[config.mk]
export PLATFORM = sky130hd
export DESIGN_NAME = ledd_diag_seq
export DESIGN_NICKNAME = d
export VERILOG_FILES = /design/src/rtl/ledd_pkg.sv /design/src/rtl/ledd_key_decoder.sv /design/src/rtl/ledd_window_timer.sv /design/src/rtl/ledd_result_former.sv /design/src/rtl/ledd_diag_seq.sv
export SDC_FILE = /design/constraint.sdc
export NUM_CORES = 1
export LEC_CHECK = 0
export BUFFER_PORTS_ARGS = -buffer_cell sky130_fd_sc_hd__buf_2
export CELL_PAD_IN_SITES_DETAIL_PLACEMENT = 0
export CELL_PAD_IN_SITES_GLOBAL_PLACEMENT = 1
export CORE_ASPECT_RATIO = 0.8
export CORE_MARGIN = 3
export CORE_UTILIZATION = 35
export DETAILED_ROUTE_END_ITERATION = 6
export PLACE_DENSITY_LB_ADDON = 0.12
export SLEW_MARGIN = 5
export SYNTH_ARGS = -nofsm -noshare
export SYNTH_HDL_FRONTEND = slang
export SYNTH_SLANG_ARGS = --single-unit
[constraint.sdc]
create_clock -name clk -period 2.7 [get_ports clk]
set_clock_uncertainty 0.2 [all_clocks]
set_input_delay 0.135 -clock clk [delete_from_list [all_inputs] [get_ports clk]]
set_output_delay 0.135 -clock clk [all_outputs]
set_load 0.01 [all_outputs]
[src/rtl/ledd_pkg.sv]
package ledd_pkg;
  typedef enum logic [1:0] {
    CHK_OPEN  = 2'd0,
    CHK_SHORT = 2'd1,
    CHK_BOTH  = 2'd2
  } chk_mode_t;

  localparam int KEY_W     = 5;
  localparam int KEY_OPEN  = 11;
  localparam int KEY_SHORT = 12;
  localparam int KEY_BOTH  = 13;
  localparam int KEY_THERM = 14;
endpackage

[src/rtl/ledd_key_decoder.sv]
module ledd_key_decoder #(
  parameter int KW = 5
) (
  input  logic          clk,
  input  logic          rst,
  input  logic          tick,
  input  logic          le,
  output logic          key_valid,
  output logic [KW-1:0] key_len
);
  localparam logic [KW-1:0] CNT_MAX = '1;

  logic          le_q;
  logic [KW-1:0] cnt;

  assign key_valid = le_q & ~le;
  assign key_len   = cnt;

  always_ff @(posedge clk) begin
    if (rst) begin
      le_q <= 1'b0;
      cnt  <= '0;
    end else begin
      le_q <= le;
      if (key_valid)
        cnt <= '0;
      else if (tick && le && cnt != CNT_MAX)
        cnt <= cnt + 1'b1;
    end
  end
endmodule

[src/rtl/ledd_window_timer.sv]
module ledd_window_timer #(
  parameter int WIN = 200
) (
  input  logic clk,
  input  logic rst,
  input  logic run,
  output logic win_ok
);
  localparam int CW = $clog2(WIN + 1);
  localparam logic [CW-1:0] LIMIT = CW'(WIN);

  logic [CW-1:0] cnt;

  assign win_ok = (cnt == LIMIT);

  always_ff @(posedge clk) begin
    if (rst || !run)
      cnt <= '0;
    else if (cnt != LIMIT)
      cnt <= cnt + 1'b1;
  end
endmodule

[src/rtl/ledd_result_former.sv]
module ledd_result_former
  import ledd_pkg::*;
#(
  parameter int NCH = 8
) (
  input  chk_mode_t          mode,
  input  logic               win_ok,
  input  logic [3*NCH-1:0]   chan_on,
  input  logic [3*NCH-1:0]   open_flag,
  input  logic [3*NCH-1:0]   short_flag,
  output logic [3*NCH-1:0]   word
);
  for (genvar c = 0; c < 3; c++) begin : g_color
    for (genvar k = 0; k < NCH; k++) begin : g_chan
      localparam int SRC = c*NCH + k;
      localparam int DST = (2-c)*NCH + k;
      logic fault;
      always_comb begin
        case (mode)
          CHK_OPEN:  fault = open_flag[SRC];
          CHK_SHORT: fault = short_flag[SRC];
          default:   fault = open_flag[SRC] | short_flag[SRC];
        endcase
      end
      assign word[DST] = win_ok & chan_on[SRC] & ~fault;
    end
  end
endmodule

[src/rtl/ledd_diag_seq.sv]
module ledd_diag_seq
  import ledd_pkg::*;
#(
  parameter int CLK_HZ       = 200_000_000,
  parameter int WIN_US       = 1,
  parameter int CH_PER_COLOR = 8
) (
  input  logic                      clk,
  input  logic                      rst,
  input  logic                      ser_tick,
  input  logic                      latch_en,
  input  logic                      oe_r_n,
  input  logic                      oe_g_n,
  input  logic                      oe_b_n,
  input  logic [3*CH_PER_COLOR-1:0] chan_on,
  input  logic [3*CH_PER_COLOR-1:0] open_flag,
  input  logic [3*CH_PER_COLOR-1:0] short_flag,
  input  logic [2:0]                cfg_thr_hi,
  input  logic                      therm_hot,
  output logic [2:0]                thr_sel,
  output logic                      diag_sdo
);
  localparam int W       = 3 * CH_PER_COLOR;
  localparam int WIN_RAW = (CLK_HZ / 1_000_000) * WIN_US;
  localparam int WIN_CYC = (WIN_RAW < 1) ? 1 : WIN_RAW;

  logic             key_valid;
  logic [KEY_W-1:0] key_len;
  logic             win_ok;
  logic             armed;
  chk_mode_t        mode;
  logic [W-1:0]     shreg;
  logic [W-1:0]     word;
  logic             all_low;
  logic             cap;
  logic             shift;

  assign all_low = ~(oe_r_n | oe_g_n | oe_b_n);
  assign cap     = armed & ser_tick & ~latch_en & all_low;
  assign shift   = ~armed & ser_tick & ~latch_en;

  ledd_key_decoder #(.KW(KEY_W)) u_key (
    .clk       (clk),
    .rst       (rst),
    .tick      (ser_tick),
    .le        (latch_en),
    .key_valid (key_valid),
    .key_len   (key_len)
  );

  ledd_window_timer #(.WIN(WIN_CYC)) u_win (
    .clk    (clk),
    .rst    (rst),
    .run    (armed & all_low),
    .win_ok (win_ok)
  );

  ledd_result_former #(.NCH(CH_PER_COLOR)) u_form (
    .mode       (mode),
    .win_ok     (win_ok),
    .chan_on    (chan_on),
    .open_flag  (open_flag),
    .short_flag (short_flag),
    .word       (word)
  );

  always_ff @(posedge clk) begin
    if (rst) begin
      armed   <= 1'b0;
      mode    <= CHK_OPEN;
      shreg   <= '0;
      thr_sel <= '0;
    end else begin
      thr_sel <= cfg_thr_hi;
      if (key_valid) begin
        if (key_len == KEY_W'(KEY_OPEN)) begin
          armed <= 1'b1;
          mode  <= CHK_OPEN;
        end else if (key_len == KEY_W'(KEY_SHORT)) begin
          armed <= 1'b1;
          mode  <= CHK_SHORT;
        end else if (key_len == KEY_W'(KEY_BOTH)) begin
          armed <= 1'b1;
          mode  <= CHK_BOTH;
        end else if (key_len == KEY_W'(KEY_THERM)) begin
          armed <= 1'b0;
          shreg <= {W{therm_hot}};
        end
      end else if (cap) begin
        shreg <= word;
        armed <= 1'b0;
      end else if (shift) begin
        shreg <= {shreg[W-2:0], 1'b0};
      end
    end
  end

  assign diag_sdo = shreg[W-1];
endmodule

==> qor.tcl <==
set qor(worstPathBufferInverterCount) 2
set qor(slew_viol_final) 0
set qor(number_of_global_route_vias_before_repair) 2708
set qor(drt_drc_violations_left) 0
set qor(power.net_switching_w) 0.000348
set qor(syn_nets) 388
set qor(cts_tree) {yes}
set qor(wire_length_of_the_first_global_routing_pass_mm) 12.7
set qor(antenna_cells) 0
set qor(grt_start_max_net_pins) 29
set qor(cp_data_required_time_ns) 2.71
set qor(synth.cell_area_mm2) 0.00272
set qor(core_mm2) 0.00746
set qor(drt_pass1_iterations) 4
set qor(finalWeightedCongestion) 0.753
set qor(path_max_fanout) 14
set qor(numPlacedInstances) 476
set qor(drt.antenna.violating_nets) 0
set qor(power.ir.vdd_worst_mv) 0.203
set qor(critical_path_depth) 7
set qor(met2_length_mm) 3.47
set qor(synth_ff_type) {sky130_fd_sc_hd__dfxtp_1}
set qor(share_clk_of_total_power_pct) 29.3
set qor(critPathCaptureType) {flip-flop}
set qor(switching_share_pct) 25.9
set qor(multiInputGateArea_mm2) 0.00170
set qor(crit_path_top_delay_cell) {sky130_fd_sc_hd__or4b_1}
set qor(top_level_ports) 87
set qor(cts_hold_repair.buffers) 27
set qor(cts.sinks) 44
set qor(dr.first_iter.drc_count) 88
set qor(starting_utilization_of_the_core_area_pct) 36.4
set qor(synth_edf_count) 0
set qor(post-route-min-period_ns) 2.28
set qor(timing_worst_slew_pin_value_ns) 0.723
set qor(hold_violations) 0
set qor(grt_util_all_layers_pct) 17.1
set qor(unrepaired_setup_endpoints_after_global_routing) {no}
set qor(stdcell_count) 510
set qor(cts.clk_slew.worst_paths_ns) 0.08
set qor(worst_r2r_startpoint) {u_key.key_len[0]}
set qor(num_rows) 28
set qor(start_point_of_the_critical_path) {u_key.key_len[0]}
set qor(layout.cells.most_common) {sky130_fd_sc_hd__buf_2}
set qor(timing.max_cap.violations) 0
set qor(postLayoutSetupSlackWorst_ns) 0.417
set qor(detailedPlacementHpwl_mm) 5.17
set qor(postSynthRegisterBits) 44
set qor(cts_resized) 0
set qor(port_buffers) 86
set qor(p_leak_nw) 1.32
set qor(cts_setup_buffers) 0
set qor(syn2layout_area_growth_pct) 32.6
set qor(path_cells) {inv_1 -> ha_1 -> or4b_1 -> nor3_2 -> buf_4 -> nor3_1 -> a311oi_2}
set qor(detailroute.wirelength.met3_um) 281
set qor(initial_antenna_violation_count) 0
set qor(cts_htree_levels) 2
set qor(avgRoutedWirePerCell_um) 14.6
set qor(grt_remaining_overflow) 0
set qor(yosysWarningCount) 0
set qor(setup_viol) 0
set qor(route.layer.met1.wl_mm) 3.62
set qor(worstHoldStart) {short_flag[22]}
set qor(cts_buffers) 5
set qor(post_synth_num_cell_types) 42
set qor(fin_setup_tns_ns) 0
set qor(fmax_ghz) 0.438
set qor(asyncSetResetFlopFracSynth_pct) 0
set qor(ratio_of_total_power_to_cell_area_mw_per_mm2) 373
set qor(num-nets-final) 495
set qor(syn_area_per_cell_um2) 9.12
set qor(critical-path-top-delay-family) {simple AND/OR/NAND/NOR gates}
set qor(drt-vias-per-instance) 5.23
set qor(die_w_um) 105
set qor(cts-root-to-sink-buffers) 2
set qor(timing.critical_path.arrival_ns) 2.29
set qor(slowest_delay_ns) 0.49
set qor(final.fill_count) 746
set qor(outcome) {completed}
set qor(ctsRootBufferMaster) {sky130_fd_sc_hd__clkbuf_8}
set qor(sequential_cell_area_um2) 881
set qor(mostFrequentLayoutCells) {86 x sky130_fd_sc_hd__buf_2, 44 x sky130_fd_sc_hd__dfxtp_1, 29 x sky130_fd_sc_hd__nand3_1, 28 x sky130_fd_sc_hd__nor3_1, 27 x sky130_fd_sc_hd__dlygate4sd3_1}
set qor(start_kind) {flip-flop}
set qor(post_place_worst_slack_ns) 0.442
set qor(timing.max_slew.rel_slack_pct) 51.7
set qor(worstRegToRegCells) 7
set qor(die_height_um) 84.8
set qor(synth_cells) 298
set qor(finalHoldWorstSlack_ns) 0.00615
set qor(worst_hold_path.num_cells) 4
set qor(dr_total_vias) 2669
set qor(hold_path_class) {in2reg}
set qor(share_of_cells_above_drive_strength_1_pct) 38.3
set qor(power_frac_comb_pct) 19.4
set qor(design.die.area_mm2) 0.00886
set qor(top_signal_layer_used) {met4}
set qor(internal_power_summed_over_all_cells_w) 0.000995
set qor(critical_path_class) {reg2reg}
set qor(synth_sequential_area_ratio_pct) 32.4
set qor(power.sequential.fraction_pct) 51.3
set qor(min_period_over_period_pct) 84.6
set qor(clk-insertion-delay-late_ns) 0.29
set qor(routed_wl_mm) 7.43
-- layer usage --
layer  vias to the layer above  track usage (%)
li1                       1349                -
met1                      1259             23.1
met2                        57             29.1
met3                         4             2.97
met4                         0             3.38
met5                         -                0
-- cell usage after synthesis (all sizes together), types with 2 or more instances --
cell / n / share of area, %
ha: 7 / 3.2
a311oi: 23 / 12
a21oi: 5 / 1.1
or3b: 2 / 0.74
a21o: 2 / 0.55
dfxtp: 44 / 32
inv: 5 / 0.69
and3: 3 / 0.69
o22ai: 24 / 5.5
nand2: 3 / 0.41
clkbuf: 12 / 1.7
nand2b: 3 / 0.69
nor3: 29 / 5.5
or4b: 2 / 0.74
nor2: 14 / 1.9
xnor2: 3 / 0.97
mux2i: 3 / 1.1
a211oi: 2 / 0.74
o21ai: 26 / 4.8
nor2b: 4 / 0.92
xor2: 7 / 2.3
mux2: 24 / 9.9
nand3: 29 / 5.3
buf: 12 / 2.9
-- registers in the layout, summed over array words and instances (netlist names) --
signal	count
armed	1
mode	2
shreg	24
thr_sel	3
u_key.key_len	5
u_key.le_q	1
u_win.cnt	8
-- power groups by stage --
stage | combinational (W) | sequential (W) | clock [W]
after detailed placement | 0.000230 | 0.000704 | 0
after CTS | 0.000261 | 0.000689 | 0.000409
after global placement | 0.000226 | 0.000704 | 0
after floorplan | 0.000134 | 0.000702 | 0
after global routing | 0.000290 | 0.000693 | 0.000438
final | 0.000260 | 0.000689 | 0.000394
-- worst paths after layout --
path                             endpoint  slack (ns)
worst max-delay path            shreg[11]        0.42
worst min-delay path             shreg[6]       0.006
worst max register to register  shreg[11]        0.42
worst min register to register   shreg[5]        0.31
-- layout make-up --
type	instances	area share, %
inverter	5	0.521
tap	105	3.65
multi-input combinational	225	47.2
clock buffer	6	2.01
sequential	44	24.4
timing repair buffer	124	22.1
clock inverter	1	0.139
-- metrics by stage --
stage                     utilization, %  cell area, µm²  total power (W)
after global routing                48.3            3600          0.00142
after floorplan                        -            2720         0.000836
after detailed placement            43.6            3260         0.000934
after CTS                           48.3            3600          0.00136
final                               48.3            3600          0.00134
after global placement              43.6            3260         0.000930
-- worst reg2reg max path: stages, from the launching register on --
cell and delay, ns:
sky130_fd_sc_hd__dfxtp_1 0.41, sky130_fd_sc_hd__inv_1 0.09, sky130_fd_sc_hd__ha_1 0.23, sky130_fd_sc_hd__or4b_1 0.49, sky130_fd_sc_hd__nor3_2 0.19, sky130_fd_sc_hd__buf_4 0.25
sky130_fd_sc_hd__nor3_1 0.08, sky130_fd_sc_hd__a311oi_2 0.25
-- logic make-up after synthesis --
logic type,count (synthesis),share of synthesized area [%]
AO/OA/AOI/OAI,84,25.0
XOR/XNOR,10,3.22
adder cells (fa/ha/maj),7,3.22
buffers and inverters,29,5.29
flip-flops,44,32.4
multiplexers,27,11.0
AND/OR/NAND/NOR,97,19.8
Power figures use the tool's default switching activity.
